File: src/rtl/gpio_irq_pkg.sv
package gpio_irq_pkg;

    localparam int PIN_N  = 32;
    localparam int WORD_W = 32;

    typedef logic [PIN_N-1:0] pinvec_t;

    typedef enum logic [7:0] {
        OFS_MODE   = 8'h00,
        OFS_DIR    = 8'h04,
        OFS_DOUT   = 8'h08,
        OFS_DIN    = 8'h0C,
        OFS_PEND   = 8'h10,
        OFS_ACK    = 8'h14,
        OFS_DIS    = 8'h18,
        OFS_ENA    = 8'h1C,
        OFS_POL    = 8'h20,
        OFS_EDGE   = 8'h24,
        OFS_FILT   = 8'h28
    } reg_ofs_e;

    typedef struct packed {
        pinvec_t mode;
        pinvec_t dir;
        pinvec_t dout;
        pinvec_t pol;
        pinvec_t edge_sel;
        pinvec_t filt;
        pinvec_t en;
    } cfg_t;

    function automatic logic hits(input logic [7:0] addr, input reg_ofs_e ofs);
        return addr == 8'(ofs);
    endfunction

    function automatic pinvec_t oe_of(input cfg_t c);
        return c.dir & ~c.mode;
    endfunction

endpackage

File: src/rtl/gpio_sync.sv
module gpio_sync #(
    parameter int W      = 32,
    parameter int STAGES = 2
) (
    input  logic         clk,
    input  logic         rst,
    input  logic [W-1:0] d,
    output logic [W-1:0] q
);
    localparam int LAST = STAGES - 1;

    logic [W-1:0] stage_q [STAGES];

    always_ff @(posedge clk) begin
        if (rst) begin
            for (int i = 0; i < STAGES; i++) stage_q[i] <= '0;
        end else begin
            stage_q[0] <= d;
            for (int i = 1; i < STAGES; i++) stage_q[i] <= stage_q[i-1];
        end
    end

    assign q = stage_q[LAST];
endmodule

File: src/rtl/gpio_regs.sv
module gpio_regs
    import gpio_irq_pkg::*;
#(
    parameter int ADDR_W = 8
) (
    input  logic              clk,
    input  logic              rst,
    input  logic [ADDR_W-1:0] addr,
    input  logic              we,
    input  logic [WORD_W-1:0] wdata,
    input  pinvec_t           level,
    input  pinvec_t           pend,
    output cfg_t              cfg,
    output pinvec_t           ack,
    output logic [WORD_W-1:0] rdata
);
    logic [7:0] a8;
    cfg_t cfg_q;

    assign a8 = 8'(addr);

    always_ff @(posedge clk) begin
        if (rst) begin
            cfg_q <= '0;
        end else if (we) begin
            if (hits(a8, OFS_MODE)) cfg_q.mode     <= wdata;
            if (hits(a8, OFS_DIR))  cfg_q.dir      <= wdata;
            if (hits(a8, OFS_DOUT)) cfg_q.dout     <= wdata;
            if (hits(a8, OFS_POL))  cfg_q.pol      <= wdata;
            if (hits(a8, OFS_EDGE)) cfg_q.edge_sel <= wdata;
            if (hits(a8, OFS_FILT)) cfg_q.filt     <= wdata;
            if (hits(a8, OFS_DIS))  cfg_q.en       <= cfg_q.en & wdata;
            if (hits(a8, OFS_ENA))  cfg_q.en       <= cfg_q.en | wdata;
        end
    end

    assign cfg = cfg_q;
    assign ack = (we && hits(a8, OFS_ACK)) ? wdata : '0;

    always_comb begin
        rdata = '0;
        unique case (a8)
            8'(OFS_MODE): rdata = cfg_q.mode;
            8'(OFS_DIR):  rdata = cfg_q.dir;
            8'(OFS_DOUT): rdata = cfg_q.dout;
            8'(OFS_DIN):  rdata = level;
            8'(OFS_PEND): rdata = pend;
            8'(OFS_DIS):  rdata = cfg_q.en;
            8'(OFS_POL):  rdata = cfg_q.pol;
            8'(OFS_EDGE): rdata = cfg_q.edge_sel;
            8'(OFS_FILT): rdata = cfg_q.filt;
            default:      rdata = '0;
        endcase
    end
endmodule

File: src/rtl/gpio_irq_detect.sv
module gpio_irq_detect
    import gpio_irq_pkg::*;
(
    input  logic    clk,
    input  logic    rst,
    input  pinvec_t level,
    input  cfg_t    cfg,
    input  pinvec_t ack,
    output pinvec_t pend
);
    pinvec_t qual_prev;

    for (genvar n = 0; n < PIN_N; n++) begin : g_pin
        logic qual;
        logic rise;
        logic armed;
        logic latch_q;

        assign qual  = level[n] ^ cfg.pol[n];
        assign rise  = qual & ~qual_prev[n];
        assign armed = cfg.mode[n] & cfg.edge_sel[n];

        always_ff @(posedge clk) begin
            if (rst) begin
                qual_prev[n] <= 1'b0;
                latch_q      <= 1'b0;
            end else begin
                qual_prev[n] <= qual;
                if (!armed)        latch_q <= 1'b0;
                else if (rise)     latch_q <= 1'b1;
                else if (ack[n])   latch_q <= 1'b0;
            end
        end

        assign pend[n] = cfg.mode[n] & (cfg.edge_sel[n] ? latch_q : qual);
    end
endmodule

File: src/rtl/gpio_irq_ctrl.sv
module gpio_irq_ctrl
    import gpio_irq_pkg::*;
#(
    parameter int ADDR_W      = 8,
    parameter int SYNC_STAGES = 2
) (
    input  logic              clk,
    input  logic              rst,
    input  logic [ADDR_W-1:0] bus_addr,
    input  logic              bus_we,
    input  logic [31:0]       bus_wdata,
    output logic [31:0]       bus_rdata,
    input  logic [31:0]       pin_in,
    output logic [31:0]       pin_out,
    output logic [31:0]       pin_oe,
    output logic              irq
);
    pinvec_t level;
    pinvec_t pend;
    pinvec_t ack;
    cfg_t    cfg;

    gpio_sync #(.W(PIN_N), .STAGES(SYNC_STAGES)) u_sync (
        .clk (clk),
        .rst (rst),
        .d   (pin_in),
        .q   (level)
    );

    gpio_regs #(.ADDR_W(ADDR_W)) u_regs (
        .clk   (clk),
        .rst   (rst),
        .addr  (bus_addr),
        .we    (bus_we),
        .wdata (bus_wdata),
        .level (level),
        .pend  (pend),
        .cfg   (cfg),
        .ack   (ack),
        .rdata (bus_rdata)
    );

    gpio_irq_detect u_detect (
        .clk   (clk),
        .rst   (rst),
        .level (level),
        .cfg   (cfg),
        .ack   (ack),
        .pend  (pend)
    );

    assign pin_out = cfg.dout;
    assign pin_oe  = oe_of(cfg);
    assign irq     = |(pend & cfg.en);
endmodule

File: config.mk
export PLATFORM = sky130hd
export DESIGN_NAME = gpio_irq_ctrl
export DESIGN_NICKNAME = d
export VERILOG_FILES = /design/src/rtl/gpio_irq_pkg.sv /design/src/rtl/gpio_sync.sv /design/src/rtl/gpio_regs.sv /design/src/rtl/gpio_irq_detect.sv /design/src/rtl/gpio_irq_ctrl.sv
export SDC_FILE = /design/constraint.sdc
export NUM_CORES = 1
export LEC_CHECK = 0
export BUFFER_PORTS_ARGS = -buffer_cell sky130_fd_sc_hd__buf_4
export CORE_ASPECT_RATIO = 0.75
export CORE_MARGIN = 2
export CORE_UTILIZATION = 30
export DETAILED_ROUTE_END_ITERATION = 8
export GPL_ROUTABILITY_DRIVEN = 0
export PLACE_DENSITY = 0.57
export SYNTH_ARGS = -nofsm -noshare
export SYNTH_HDL_FRONTEND = slang
export SYNTH_HIERARCHICAL = 1
export SYNTH_SLANG_ARGS = --single-unit
File: constraint.sdc
create_clock -name clk -period 2.2 [get_ports clk]
set_clock_uncertainty 0.1 [all_clocks]
set_input_delay 0.22 -clock clk [delete_from_list [all_inputs] [get_ports clk]]
set_output_delay 0.22 -clock clk [all_outputs]
set_load 0.02 [all_outputs]
==> impl_metrics.tcl <==
set metrics [dict create \
    status "finished, violations left" \
    violations "negative setup slack" \
    grt_pass1_wl_um 92300 \
    cts_made_buffers 38 \
    ys.flop_type "dfxtp_1" \
    grt_util_met2_pct 33.4 \
    whs_ns 0.256 \
    track_usage_pct 21.8 \
    avgSynthCellArea_um2 8.48 \
    rsz0062_at_grt "true" \
    via_per_inst 5.15 \
    clock_path_buffers 3 \
    worstMarginPinSlew_ns 0.511 \
    gr-total-overflow 0 \
    power_density_mw_per_mm2 642 \
    synthCells 1893 \
    first_global_vias 15000 \
    post_drt_wl_per_cell_um 20.7 \
    slew_headroom_pct 65.9 \
    drive_above_1_share_pct 36.6 \
    postRouteAntennaNets 0 \
    drt-total-wl_um 62300 \
    drv_cap 0 \
    die_w_um 271 \
    synth_seq_cells 352 \
    synth_fp_nets 1968 \
    synth.distinct_cells 53 \
    grt.busiest_layer "met2" \
    place_ws_ns -0.312 \
    cp.arrival_ns 2.42 \
    drc 0 \
    grt_max_degree 68 \
    drt_pass1_iterations 7 \
    fin_ws_ns -0.541 \
    syn_area_mm2 0.0161 \
    netlist.area_leader.share_pct 43.9 \
    fin_crit_sh_pct 125 \
    cts_tree "built" \
    hp-class "in2reg" \
    num_io_pins 172 \
    multiInputGateArea_mm2 0.00862 \
    area_delta_synth_final_pct 40.8 \
    io_buffers 171 \
    synthArstFlopShare_pct 0 \
    fill_cells 5193 \
    ir_worst_vdd_uv 524 \
    setup_viol 22 \
    first_iter_violations 1755 \
    finalNetCount 2340 \
    cp.buffers_inverters 1 \
    required_ns 1.88 \
    antenna_found_initial 5 \
    ys_seq_area_share_pct 43.9 \
    ys.warnings.count 6 \
    grt.met3_usage_pct 4.79 \
    start_util_pct 30.4 \
    die_y_um 204 \
    synth_most_common_cell "nand2_1" \
    post-route-min-period_ns 2.74 \
    grtUsageMet1_pct 30.3 \
    route.vias.total 15500 \
    ff_latch_area_mm2 0.00717 \
    clk_latency_ns 0.55 \
    yosysTopAreaCell "dfxtp_1" \
    synth_edf_count 0 \
    clock.fmax_mhz 365 \
    synth_area_leaders "dfxtp_1 44%, nand2_1 10%, a21oi_1 8.0%" \
    hold_violations 0 \
    crit_chain "xnor2_2 > a21oi_2 > a22oi_2 > nand4_1 > or4_4 > buf_6" \
    ctsRootBufferMaster "clkbuf_16" \
    startpoint_type "flop" \
    core_area_mm2 0.0529 \
    clkTransAtPathRegs_ns 0.06 \
    dieArea_mm2 0.0554 \
    drv_slew 0 \
    worst-path-max-fanout 2 \
    hpwl_um 42800 \
    critPathSlowestCell "or4_4" \
    path_delay_family "simple AND/OR/NAND/NOR gates" \
    critical_path.max_stage_delay_ns 0.66 \
    numClockSinks 352 \
    htree_levels 2 \
    endpoint_kind "output port" \
    synth_common_cells "434 x nand2_1, 352 x dfxtp_1, 258 x a21oi_1" \
    path_class "reg2out" \
    p_leak_nw 8.32 \
    rows 73 \
]
[state kept, by name, indices dropped and copies added, names as in the netlist]
signal,count
u_detect/g_pin.latch_q,32
u_detect/qual_prev,32
u_regs/cfg,224
u_sync/stage_q,64
[what timing repair did]
action / 4_1_cts / 5_1_grt
resized for setup: 235 / 75
hold buffers: 69 / 0
setup endpoints to repair: 32 / 32
buffers inserted: 25 / 18
pin swaps: 83 / 73
endpoints found under the hold margin: 260 / 0
[through the flow]
stage               std cells  util (%)  power, mW  area (um^2)  setup TNS, ns
CTS                      2990      42.0       14.6        22200          -3.52
detailed placement       2836      36.4       7.47        19200         -0.716
global route             3006      42.7       15.0        22600          -5.12
finish                   3009      42.7       14.5        22600          -3.37
global placement         2836      36.4       7.46        19200         -0.369
floorplan                1893         -       7.06        16100              0
[report_power, final]
group / switching [mW] / internal (mW) / total (mW)
Clock: 2.75 / 4.23 / 6.98
Combinational: 0.538 / 0.486 / 1.02
Sequential: 0.0464 / 6.44 / 6.49
Total: 3.33 / 11.2 / 14.5
[path summary, 6_finish.rpt]
kind	start	to	slack [ns]	cells after the start
worst max-delay path	u_sync/stage_q[0][44]	irq	-0.54	6
worst min-delay path	bus_we	u_regs/cfg[188]	0.26	5
worst max register to register	u_regs/cfg[115]	u_detect/g_pin[19].latch_q	0.78	6
worst min register to register	u_sync/stage_q[0][22]	u_sync/stage_q[0][54]	0.34	1
[worst register-to-register path, cell delays in order (launching register included)]
cell	delay (ns)
dfxtp_4	0.36
xnor2_4	0.14
buf_4	0.13
buf_4	0.12
buf_4	0.13
o22ai_1	0.15
and4b_1	0.22
[logic make-up (layout without fill, tap and decap cells)]
group | count (synthesis) | count (layout) | share of synthesized area (%)
AND/OR/NAND/NOR | 692 | 692 | 21.9
AO/OA/AOI/OAI | 489 | 489 | 18.0
flip-flops | 352 | 352 | 43.9
buffers and inverters | 234 | 634 | 7.86
multiplexers | 94 | 94 | 6.61
XOR/XNOR | 32 | 32 | 1.75
other | 0 | 4 | 0
[layout by cell type (no fill, tap or decap), drive strengths merged, types with 17 or more instances in the layout]
cell type / netlist / layout
and2: 33 / 33
nor2b: 100 / 100
dfxtp: 352 / 352
o22ai: 35 / 35
buf: 99 / 433
a32oi: 22 / 22
dlygate4sd3: 0 / 69
mux2: 46 / 46
xnor2: 32 / 32
nand2: 434 / 434
a22oi: 33 / 33
a21oi: 258 / 258
inv: 64 / 65
clkbuf: 71 / 50
o21ai: 86 / 86
o2bb2ai: 17 / 17
and4b: 32 / 32
mux2i: 43 / 43
nor2: 42 / 42
[routing by layer]
layer  wire length (um)  up-vias  part of all wire, %
li1                   -     7227                    -
met4               1720        2                  2.8
met2              27100      712                   44
met5                 13        -                0.021
met1              27300     7450                   44
met3               6140      115                  9.8
[cell type report]
class,count,area share (%)
flip-flops and latches,352,31.7
well taps,712,3.94
multi-input cells,1307,38.1
repair buffers,502,19.1
clock buffers,50,4.86
diodes,4,0.0443
inverters,64,1.06
clock inverters,18,1.16
(Power assumes the default switching activity.)
